<file path="config.mk">
export PLATFORM = sky130hd
export DESIGN_NAME = switch_poll_seq
export DESIGN_NICKNAME = d
export VERILOG_FILES = /design/src/rtl/swpoll_pkg.sv /design/src/rtl/swp_tick_gen.sv /design/src/rtl/swp_scan_ctrl.sv /design/src/rtl/swp_status_reg.sv /design/src/rtl/switch_poll_seq.sv
export SDC_FILE = /design/constraint.sdc
export NUM_CORES = 1
export LEC_CHECK = 0
export BUFFER_PORTS_ARGS = -buffer_cell sky130_fd_sc_hd__buf_2
export CAP_MARGIN = 40
export CORE_ASPECT_RATIO = 1.25
export CORE_MARGIN = 1
export CORE_UTILIZATION = 58
export DETAILED_ROUTE_END_ITERATION = 10
export PLACE_DENSITY = 0.8
export SLEW_MARGIN = 20
export SYNTH_ARGS = -nofsm -noshare
export SYNTH_HDL_FRONTEND = slang
export SYNTH_SLANG_ARGS = --single-unit
export TNS_END_PERCENT = 30
</file>
<file path="constraint.sdc">
create_clock -name clk -period 4.9 [get_ports clk]
set_input_delay 0.98 -clock clk [delete_from_list [all_inputs] [get_ports clk]]
set_output_delay 0.98 -clock clk [all_outputs]
set_load 0.01 [all_outputs]
</file>
<file path="src/rtl/swpoll_pkg.sv">
package swpoll_pkg;
  typedef enum logic [1:0] {PS_IDLE, PS_ACTIVE, PS_WAIT} poll_state_t;

  localparam int ACT_MAX_EXP  = 5;
  localparam int POLL_MAX_EXP = 11;

  function automatic logic [2:0] sat_act(input logic [2:0] c);
    return (c > 3'(ACT_MAX_EXP)) ? 3'(ACT_MAX_EXP) : c;
  endfunction

  function automatic logic [3:0] sat_poll(input logic [3:0] c);
    return (c > 4'(POLL_MAX_EXP)) ? 4'(POLL_MAX_EXP) : c;
  endfunction
endpackage

</file>
<file path="src/rtl/swp_tick_gen.sv">
module swp_tick_gen #(
  parameter int TICK_DIV = 50
) (
  input  logic clk,
  input  logic rst,
  output logic tick
);
  localparam int CW = (TICK_DIV > 1) ? $clog2(TICK_DIV) : 1;
  localparam logic [CW-1:0] LAST = CW'(TICK_DIV - 1);

  logic [CW-1:0] cnt;

  always_ff @(posedge clk) begin
    if (rst) begin
      cnt  <= '0;
      tick <= 1'b0;
    end else begin
      cnt  <= (cnt == LAST) ? '0 : cnt + CW'(1);
      tick <= (cnt == LAST);
    end
  end
endmodule

</file>
<file path="src/rtl/swp_scan_ctrl.sv">
module swp_scan_ctrl
  import swpoll_pkg::*;
#(
  parameter int NUM_IN       = 24,
  parameter int ACT_UNIT_US  = 64,
  parameter int POLL_UNIT_US = 2000,
  localparam int IDX_W       = $clog2(NUM_IN)
) (
  input  logic              clk,
  input  logic              rst,
  input  logic              tick,
  input  logic              trigger,
  input  logic [2:0]        act_code,
  input  logic [3:0]        poll_code,
  output logic [NUM_IN-1:0] wet_en,
  output logic [IDX_W-1:0]  idx,
  output logic              sample_stb,
  output logic              scan_end,
  output logic              scan_arm
);
  localparam int ACT_W  = $clog2(ACT_UNIT_US * (1 << ACT_MAX_EXP) + 1);
  localparam int POLL_W = $clog2(POLL_UNIT_US * (1 << POLL_MAX_EXP) + 1);
  localparam logic [IDX_W-1:0] IDX_LAST = IDX_W'(NUM_IN - 1);

  poll_state_t       state;
  logic [ACT_W-1:0]  act_cnt, act_len;
  logic [POLL_W-1:0] per_cnt, per_len;
  logic              per_done, last_in;

  always_comb begin
    act_len    = ACT_W'(ACT_UNIT_US) << sat_act(act_code);
    per_len    = POLL_W'(POLL_UNIT_US) << sat_poll(poll_code);
    per_done   = per_cnt >= per_len - POLL_W'(1);
    last_in    = idx == IDX_LAST;
    sample_stb = (state == PS_ACTIVE) && tick && (act_cnt >= act_len - ACT_W'(1));
    scan_end   = sample_stb && last_in;
    scan_arm   = (state == PS_IDLE) && trigger;
  end

  always_ff @(posedge clk) begin
    if (rst) begin
      state   <= PS_IDLE;
      idx     <= '0;
      act_cnt <= '0;
      per_cnt <= '0;
      wet_en  <= '0;
    end else begin
      unique case (state)
        PS_IDLE: if (trigger) begin
          state   <= PS_ACTIVE;
          idx     <= '0;
          act_cnt <= '0;
          per_cnt <= '0;
          wet_en  <= NUM_IN'(1);
        end
        PS_ACTIVE: if (tick) begin
          if (!per_done) per_cnt <= per_cnt + POLL_W'(1);
          if (!sample_stb) begin
            act_cnt <= act_cnt + ACT_W'(1);
          end else begin
            act_cnt <= '0;
            if (!last_in) begin
              idx    <= idx + IDX_W'(1);
              wet_en <= wet_en << 1;
            end else if (per_done && trigger) begin
              idx     <= '0;
              per_cnt <= '0;
              wet_en  <= NUM_IN'(1);
            end else begin
              state  <= per_done ? PS_IDLE : PS_WAIT;
              wet_en <= '0;
            end
          end
        end
        PS_WAIT: if (tick) begin
          if (!per_done) begin
            per_cnt <= per_cnt + POLL_W'(1);
          end else if (trigger) begin
            state   <= PS_ACTIVE;
            idx     <= '0;
            act_cnt <= '0;
            per_cnt <= '0;
            wet_en  <= NUM_IN'(1);
          end else begin
            state <= PS_IDLE;
          end
        end
        default: state <= PS_IDLE;
      endcase
    end
  end
endmodule

</file>
<file path="src/rtl/swp_status_reg.sv">
module swp_status_reg #(
  parameter int NUM_IN = 24,
  localparam int IDX_W = $clog2(NUM_IN)
) (
  input  logic              clk,
  input  logic              rst,
  input  logic              sample_stb,
  input  logic [IDX_W-1:0]  idx,
  input  logic [NUM_IN-1:0] sense_in,
  input  logic              scan_end,
  input  logic              scan_arm,
  input  logic              rd_clr,
  output logic [NUM_IN-1:0] status,
  output logic [NUM_IN-1:0] chg_mask,
  output logic              ssc_flag,
  output logic              int_n
);
  logic [NUM_IN-1:0] scan_buf, cur, diff;
  logic              have_base;

  always_comb begin
    cur      = scan_buf;
    cur[idx] = sense_in[idx];
    diff     = cur ^ status;
  end

  always_ff @(posedge clk) begin
    if (rst) begin
      scan_buf  <= '0;
      status    <= '0;
      chg_mask  <= '0;
      ssc_flag  <= 1'b0;
      int_n     <= 1'b1;
      have_base <= 1'b0;
    end else begin
      if (sample_stb) scan_buf <= cur;
      if (scan_arm)   have_base <= 1'b0;
      if (rd_clr) begin
        chg_mask <= '0;
        ssc_flag <= 1'b0;
        int_n    <= 1'b1;
      end
      if (scan_end) begin
        if (!have_base) begin
          status    <= cur;
          have_base <= 1'b1;
          ssc_flag  <= 1'b1;
          int_n     <= 1'b0;
        end else if (|diff) begin
          status   <= cur;
          chg_mask <= (rd_clr ? '0 : chg_mask) | diff;
          ssc_flag <= 1'b1;
          int_n    <= 1'b0;
        end
      end
    end
  end
endmodule

</file>
<file path="src/rtl/switch_poll_seq.sv">
module switch_poll_seq #(
  parameter int NUM_IN       = 24,
  parameter int TICK_DIV     = 50,
  parameter int ACT_UNIT_US  = 64,
  parameter int POLL_UNIT_US = 2000
) (
  input  logic              clk,
  input  logic              rst,
  input  logic              trigger,
  input  logic [2:0]        act_code,
  input  logic [3:0]        poll_code,
  input  logic [NUM_IN-1:0] sense_in,
  input  logic              rd_clr,
  output logic [NUM_IN-1:0] wet_en,
  output logic              int_n,
  output logic              ssc_flag,
  output logic [NUM_IN-1:0] status,
  output logic [NUM_IN-1:0] chg_mask
);
  localparam int IDX_W = $clog2(NUM_IN);

  logic             tick, sample_stb, scan_end, scan_arm;
  logic [IDX_W-1:0] idx;

  swp_tick_gen #(.TICK_DIV(TICK_DIV)) u_tick (
    .clk(clk), .rst(rst), .tick(tick)
  );

  swp_scan_ctrl #(
    .NUM_IN(NUM_IN), .ACT_UNIT_US(ACT_UNIT_US), .POLL_UNIT_US(POLL_UNIT_US)
  ) u_ctrl (
    .clk(clk), .rst(rst), .tick(tick), .trigger(trigger),
    .act_code(act_code), .poll_code(poll_code), .wet_en(wet_en), .idx(idx),
    .sample_stb(sample_stb), .scan_end(scan_end), .scan_arm(scan_arm)
  );

  swp_status_reg #(.NUM_IN(NUM_IN)) u_stat (
    .clk(clk), .rst(rst), .sample_stb(sample_stb), .idx(idx),
    .sense_in(sense_in), .scan_end(scan_end), .scan_arm(scan_arm),
    .rd_clr(rd_clr), .status(status), .chg_mask(chg_mask),
    .ssc_flag(ssc_flag), .int_n(int_n)
  );
endmodule

</file>
Word level (Yosys, flattened, before mapping)
Cells that the tools add are included.
{ "word_totals": {"wordCells": 123, "output_inout_bits": 74, "regBits": 147} }
{ "op_classes": {"n_eq_ne": 13, "n_shift": 2, "add_sub_neg": 6, "magnitude_cmp": 6, "n_bitwise": 2, "mux": 65, "reduce_logical": 16} }
{ "op_table": {"columns": ["op", "n"], "rows": [
  ["$mux W24", 12],
  ["$mux W22", 8],
  ["$pmux W24 S3", 1],
  ["$pmux W22 S3", 1],
  ["$mux W12", 5],
  ["$pmux W12 S3", 1],
  ["$mux W5", 7],
  ["$bwmux W24", 1],
  ["$or A24 B24 Y24", 1],
  ["$reduce_or A24 Y1", 1],
  ["$xor A24 B24 Y24", 1],
  ["$add A22 B1 Y22 const B", 1],
  ["$ge A22 B22 Y1", 1],
  ["$shl A11 B4 Y22 const A", 1],
  ["$sub A22 B1 Y22 const B", 1],
  ["$mux W2", 8],
  ["$mux W1", 15],
  ["$pmux W5 S3", 1],
  ["$add A12 B1 Y12 const B", 1],
  ["$ge A12 B12 Y1", 1],
  ["$ne A2 B2 Y1 const B", 6],
  ["$shl A7 B3 Y12 const A", 1],
  ["$sub A12 B1 Y12 const B", 1],
  ["$reduce_and A7 Y1", 1],
  ["other kinds (26)", 32]
]} }

Longest topological paths before layout
{ "depth": {"word_depth": 11, "mapped_depth": 21} }

Hierarchy
From an unflattened synthesis, not the netlist that was laid out.
{ "hier_totals": {"hier_cells": 1009, "area_unflattened_um2": 8459.4} }
{ "by_module_without_submodules": {"columns": ["module", "seq_area_each_um2", "cells_per_inst", "instances", "area_per_inst_um2"], "rows": [
  ["swp_status_reg", 1501.4, 497, 1, 4220.3],
  ["swp_scan_ctrl", 1301.2, 485, 1, 3965.1],
  ["swp_tick_gen", 140.1, 27, 1, 274.0]
]} }

Worst setup path after synthesis
No wires, ideal clock.
{ "synth_path": {"path_kind": "input to register", "startpoint": "input poll_code[1]", "endpoint": "register u_ctrl.per_cnt[13]", "stages": 19, "setup_slack_ns": 0.573, "arrival_ns": 4.265, "path_buffers": 1, "path_cell_list": "clkbuf_1 -> inv_1 -> nand3_1 -> ha_1 -> nand2_1 -> nor2_1 -> a21oi_1 -> o22ai_1 -> nand2_1 -> nand2_1 -> ha_1 -> nand4_1 -> nor3_1 -> a221oi_1 -> o31a_1 -> nand3_1 -> or4_1 -> or3b_2 -> nand3_1"} }
{ "synth_between": {"elab_chain_cells": 11, "elab_cells_between_ends": 14} }
{ "synth_rtl": {"columns": ["element", "line_no", "rtl"], "rows": [
  ["from (decl)", "switch_poll_seq.sv:11", "input logic [3:0] poll_code,"],
  ["$gt A4 B4 Y1", "swpoll_pkg.sv:12", "return (c > 4'(POLL_MAX_EXP)) ? 4'(POLL_MAX_EXP) : c;"],
  ["$mux W4 (*)", "swpoll_pkg.sv:12", null],
  ["$shl A11 B4 Y22 (*)", "swp_scan_ctrl.sv:32", "per_len = POLL_W'(POLL_UNIT_US) << sat_poll(poll_code);"],
  ["$sub A22 B1 Y22 (*)", "swp_scan_ctrl.sv:33", "per_done = per_cnt >= per_len - POLL_W'(1);"],
  ["$ge A22 B22 Y1 (*)", "swp_scan_ctrl.sv:33", null],
  ["$mux W22 or $logic_and A1 B1 Y1 (tied branches)", "swp_scan_ctrl.sv:57, swp_scan_ctrl.sv:65", null],
  ["$mux W22", "swp_scan_ctrl.sv:65", "end else if (per_done && trigger) begin"],
  ["$mux W22", "swp_scan_ctrl.sv:62", "if (!last_in) begin"],
  ["$mux W22", "swp_scan_ctrl.sv:58", "if (!sample_stb) begin"],
  ["$mux W22", "swp_scan_ctrl.sv:56", "PS_ACTIVE: if (tick) begin"],
  ["$pmux W22 S3 (*)", "swp_scan_ctrl.sv:48", "unique case (state)"],
  ["to (signal assigned)", "swp_scan_ctrl.sv:57", "if (!per_done) per_cnt <= per_cnt + POLL_W'(1);"],
  ["to (signal assigned)", "swp_scan_ctrl.sv:77", "per_cnt <= per_cnt + POLL_W'(1);"],
  ["to (decl)", "swp_scan_ctrl.sv:27", "logic [POLL_W-1:0] per_cnt, per_len;"]
]} }
Every way passes the cells marked *; elsewhere a longest branch is shown, timed or not. The select of a mux whose other input is x is not followed.
A chain may end at the register's enable or synchronous reset.

Worst setup path in the final report
{ "layout_path": {"startpoint": "input poll_code[2]", "endpoint": "register u_ctrl.per_cnt[7]"} }
Same word-level chain as after synthesis.

==> PnR_summary.wiki <==
{| class="wikitable"
! Metric !! Value
|-
| Vias per cell || 6.06
|-
| Synth Warn # || 0
|-
| Layout-stage area growth over the synthesis result || 17.6%
|-
| Layout Cell Area excl Fill || 9190 µm²
|-
| Nets in the synthesized netlist || 1,013
|-
| Remaining DRCs || 0
|-
| Die footprint || 14,000 µm²
|-
| Relative slew slack || 50.9%
|-
| Number of setup violations in the final report || 0
|-
| Data required, critical path || 5250 ps
|-
| Setup WS post-layout || 654 ps
|-
| Total detailed-routing wirelength || 20,300 µm
|-
| Min-delay worst type || flop to flop
|-
| Total Negative Setup Slacks || 0 ps
|-
| Post-route clock period utilization || 86.7%
|-
| Number of global-route vias before repair || 6,739
|-
| Footprint of the multi-input gates || 4570 µm²
|-
| Pin count of the biggest net entering global routing || 52
|-
| DR vias || 7,347
|-
| Fraction of synthesis flops using an asynchronous set or reset pin || 0%
|-
| Vertical die dimension || 132 µm
|-
| # IOs || 109
|-
| Number of detailed-routing iterations run before antenna repair || 5
|-
| DP HPWL || 14,300 µm
|-
| Total of fill cells in the finished design || 1,040
|-
| Leakage power || 3.63 nW
|-
| Register area || 2940 µm²
|-
| Total global routing track utilization || 28.9%
|-
| Max-slew violation count || 0
|-
| Count of flip-flops with a built-in enable after synthesis || 0
|-
| Transition at the pin with the smallest max-transition slack || 735 ps
|-
| Placed cell area || 8510 µm²
|-
| Width of the die || 106 µm
|-
| Count of input and output buffers || 108
|-
| Main flop type after synthesis || dfxtp_1
|-
| Clock network latency to the later pin of the worst-skew pair || 430 ps
|-
| Dpl cells || 1,179
|-
| Setup repair after global routing missed its margin || false
|-
| Mean instance size in the synthesized netlist || 8.31 µm²
|-
| Result of the run || completed
|-
| Antenna fix cells || 0
|-
| Max frequency || 236 MHz
|-
| Number of nets with antenna violations after detailed routing || 0
|-
| Power density over the cells || 360 nW/µm²
|-
| Crit start category || input port
|-
| Worst-case clock buffer depth || 2
|-
| Number of clock buffers inserted by TritonCTS || 17
|-
| Total global routing overflow || 0
|-
| Most common cell after layout, fill and taps aside || dfxtp_1
|-
| TritonCTS clock tree || yes
|-
| Layout cell share with drive strength beyond 1 || 17.4%
|-
| CORE AREA || 13,200 µm²
|-
| Number of different library cells in the post-synthesis netlist || 60
|-
| Num Clock Sinks || 147
|-
| Wire length per cell after detailed routing || 16.7 µm
|-
| Post-synthesis sequential element count || 147
|-
| Global-route wire length before repair || 32,200 µm
|-
| Clock slew at reported path FFs || 60 ps
|-
| VDD IR max || 0.261 mV
|-
| Number of buffers inserted by post-CTS setup repair || 0
|-
| Layout Cells excl Fill || 1,212
|-
| Top library cells by usage in the layout, fill and taps aside || dfxtp_1, nor2_1, buf_2
|-
| Number of nets in the layout || 1,100
|-
| Initial core utilization || 59.4%
|-
| Crit path time final || 4250 ps
|-
| Endpoint kind of the worst setup timing path || flop
|-
| Sequential share of the synthesized area || 37.6%
|-
| Maximum level of the CTS H-tree || 4
|-
| Number of instances in the synthesized netlist || 941
|-
| Setup slack after placement || 291 ps
|-
| Largest fanout on the critical path || 17
|-
| Hold-fix buffer count after cts || 0
|-
| Post-CTS Resized || 0
|-
| Cell area after technology mapping || 7820 µm²
|-
| Max Clock Skew || 8.29 ps
|-
| Flop-to-flop setup slack || 920 ps
|-
| Final Wtd Congestion || 0.920
|-
| Number of antenna violations at the first check in global routing || 0
|-
| Classification of the worst setup path || input port to flop
|-
| Max-cap violation count || 0
|-
| Cell chosen for the clock root || clkbuf_16
|-
| Count of endpoints failing hold in the final timing report || 0
|-
| CP Data Arrival Time || 4600 ps
|-
| Standard-cell rows || 47
|-
| Initial drt markers || 518
|}
[metal layers]
| layer | track usage [%] | vias up | share of wire [%] |
|---|---|---|---|
| met5 | 0 | - | 0 |
| met4 | 13.1 | 0 | 3.1 |
| met3 | 5.39 | 53 | 5.1 |
| met2 | 53.2 | 267 | 52 |
| met1 | 31.8 | 3448 | 40 |
| li1 | - | 3579 | - |
[cell usage after synthesis (5+ instances only)]
library cell | count | area [µm²]
a211oi_1 | 27 | 203
a21o_1 | 8 | 60.1
a21oi_1 | 59 | 295
a22o_1 | 25 | 219
a31oi_1 | 10 | 62.6
and3_1 | 7 | 43.8
buf_2 | 6 | 30.0
clkbuf_1 | 50 | 188
dfxtp_1 | 147 | 2940
ha_1 | 37 | 463
inv_1 | 26 | 97.6
mux2i_1 | 35 | 350
mux4_2 | 6 | 135
nand2_1 | 78 | 293
nand2b_1 | 9 | 56.3
nand3_1 | 62 | 310
nand4_1 | 20 | 125
nand4b_1 | 10 | 87.6
nor2_1 | 124 | 465
nor3_1 | 49 | 245
nor4_1 | 8 | 50.1
nor4bb_1 | 8 | 80.1
o211ai_1 | 5 | 37.5
o21ai_0 | 16 | 80.1
o311ai_0 | 5 | 43.8
or2_2 | 7 | 43.8
xnor2_1 | 32 | 280
xor2_1 | 7 | 61.3
[state kept, by name, summed over array words and instances, names as in the netlist]
register,cells
u_ctrl.wet_en,24
u_stat.chg_mask,24
u_stat.scan_buf,24
u_stat.status,24
u_ctrl.per_cnt,22
u_ctrl.act_cnt,12
u_tick.cnt,6
u_ctrl.idx,5
u_ctrl.state,2
u_stat.have_base,1
u_stat.int_n,1
u_stat.ssc_flag,1
u_tick.tick,1
[layout make-up]
class / count / area share (%)
Clock buffer: 18 / 4.78
Clock inverter: 14 / 2.42
Inverter: 27 / 1.10
Multi-Input combinational cell: 709 / 49.7
Sequential cell: 147 / 32.0
Tap cell: 171 / 2.33
Timing Repair Buffer: 126 / 7.65
[power by group]
part           internal (W)  switching [W]  total [W]
registers           0.00122      0.0000313    0.00125
clock network      0.000924       0.000539    0.00146
logic              0.000191       0.000410   0.000601
total               0.00233       0.000980    0.00331
[stage by stage]
stage / total power [W] / utilization (%) / hold slack [ps]
floorplan: 0.00168 / - / 430
global placement: 0.00186 / 64.4 / 440
detailed placement: 0.00186 / 64.6 / 450
CTS: 0.00331 / 69.7 / 457
global route: 0.00342 / 69.8 / 482
finish: 0.00331 / 69.8 / 456
[kinds of logic after synthesis]
logic type | count (synthesis) | share of synthesized area (%)
AO/OA/AOI/OAI | 183 | 15.8
other | 1 | 0.0480
buffers and inverters | 85 | 4.18
adder cells (fa/ha/maj) | 37 | 5.92
AND/OR/NAND/NOR | 406 | 25.5
multiplexers | 43 | 6.55
XOR/XNOR | 39 | 4.37
flip-flops | 147 | 37.6
[path summary, 6_finish.rpt]
check | end | cells past startpoint | startpoint
worst max-delay path | u_ctrl.per_cnt[7]$_SDFFE_PP0P_ | 20 | poll_code[2]
worst max register to register | u_stat.status[13]$_SDFFE_PP0P_ | 10 | u_ctrl.idx[0]$_SDFFE_PP0P_
worst min register to register | u_ctrl.wet_en[23]$_SDFFE_PP0P_ | 2 | u_ctrl.wet_en[23]$_SDFFE_PP0P_
worst min-delay path | u_ctrl.wet_en[23]$_SDFFE_PP0P_ | 2 | u_ctrl.wet_en[23]$_SDFFE_PP0P_
[critical path: stages]
cell	delay, ps
buf_2	180
nor2_1	160
nand3_1	100
ha_1	260
nand2_1	100
nor2_1	60
a21oi_1	120
o22ai_1	90
nand2_1	70
nand2_1	50
ha_1	270
nand4_1	90
nor3_1	80
a221oi_1	250
o31a_1	330
o221ai_1	270
a211oi_1	300
buf_4	220
or3b_2	460
a31oi_1	140
Power figures use the tool's default switching activity.
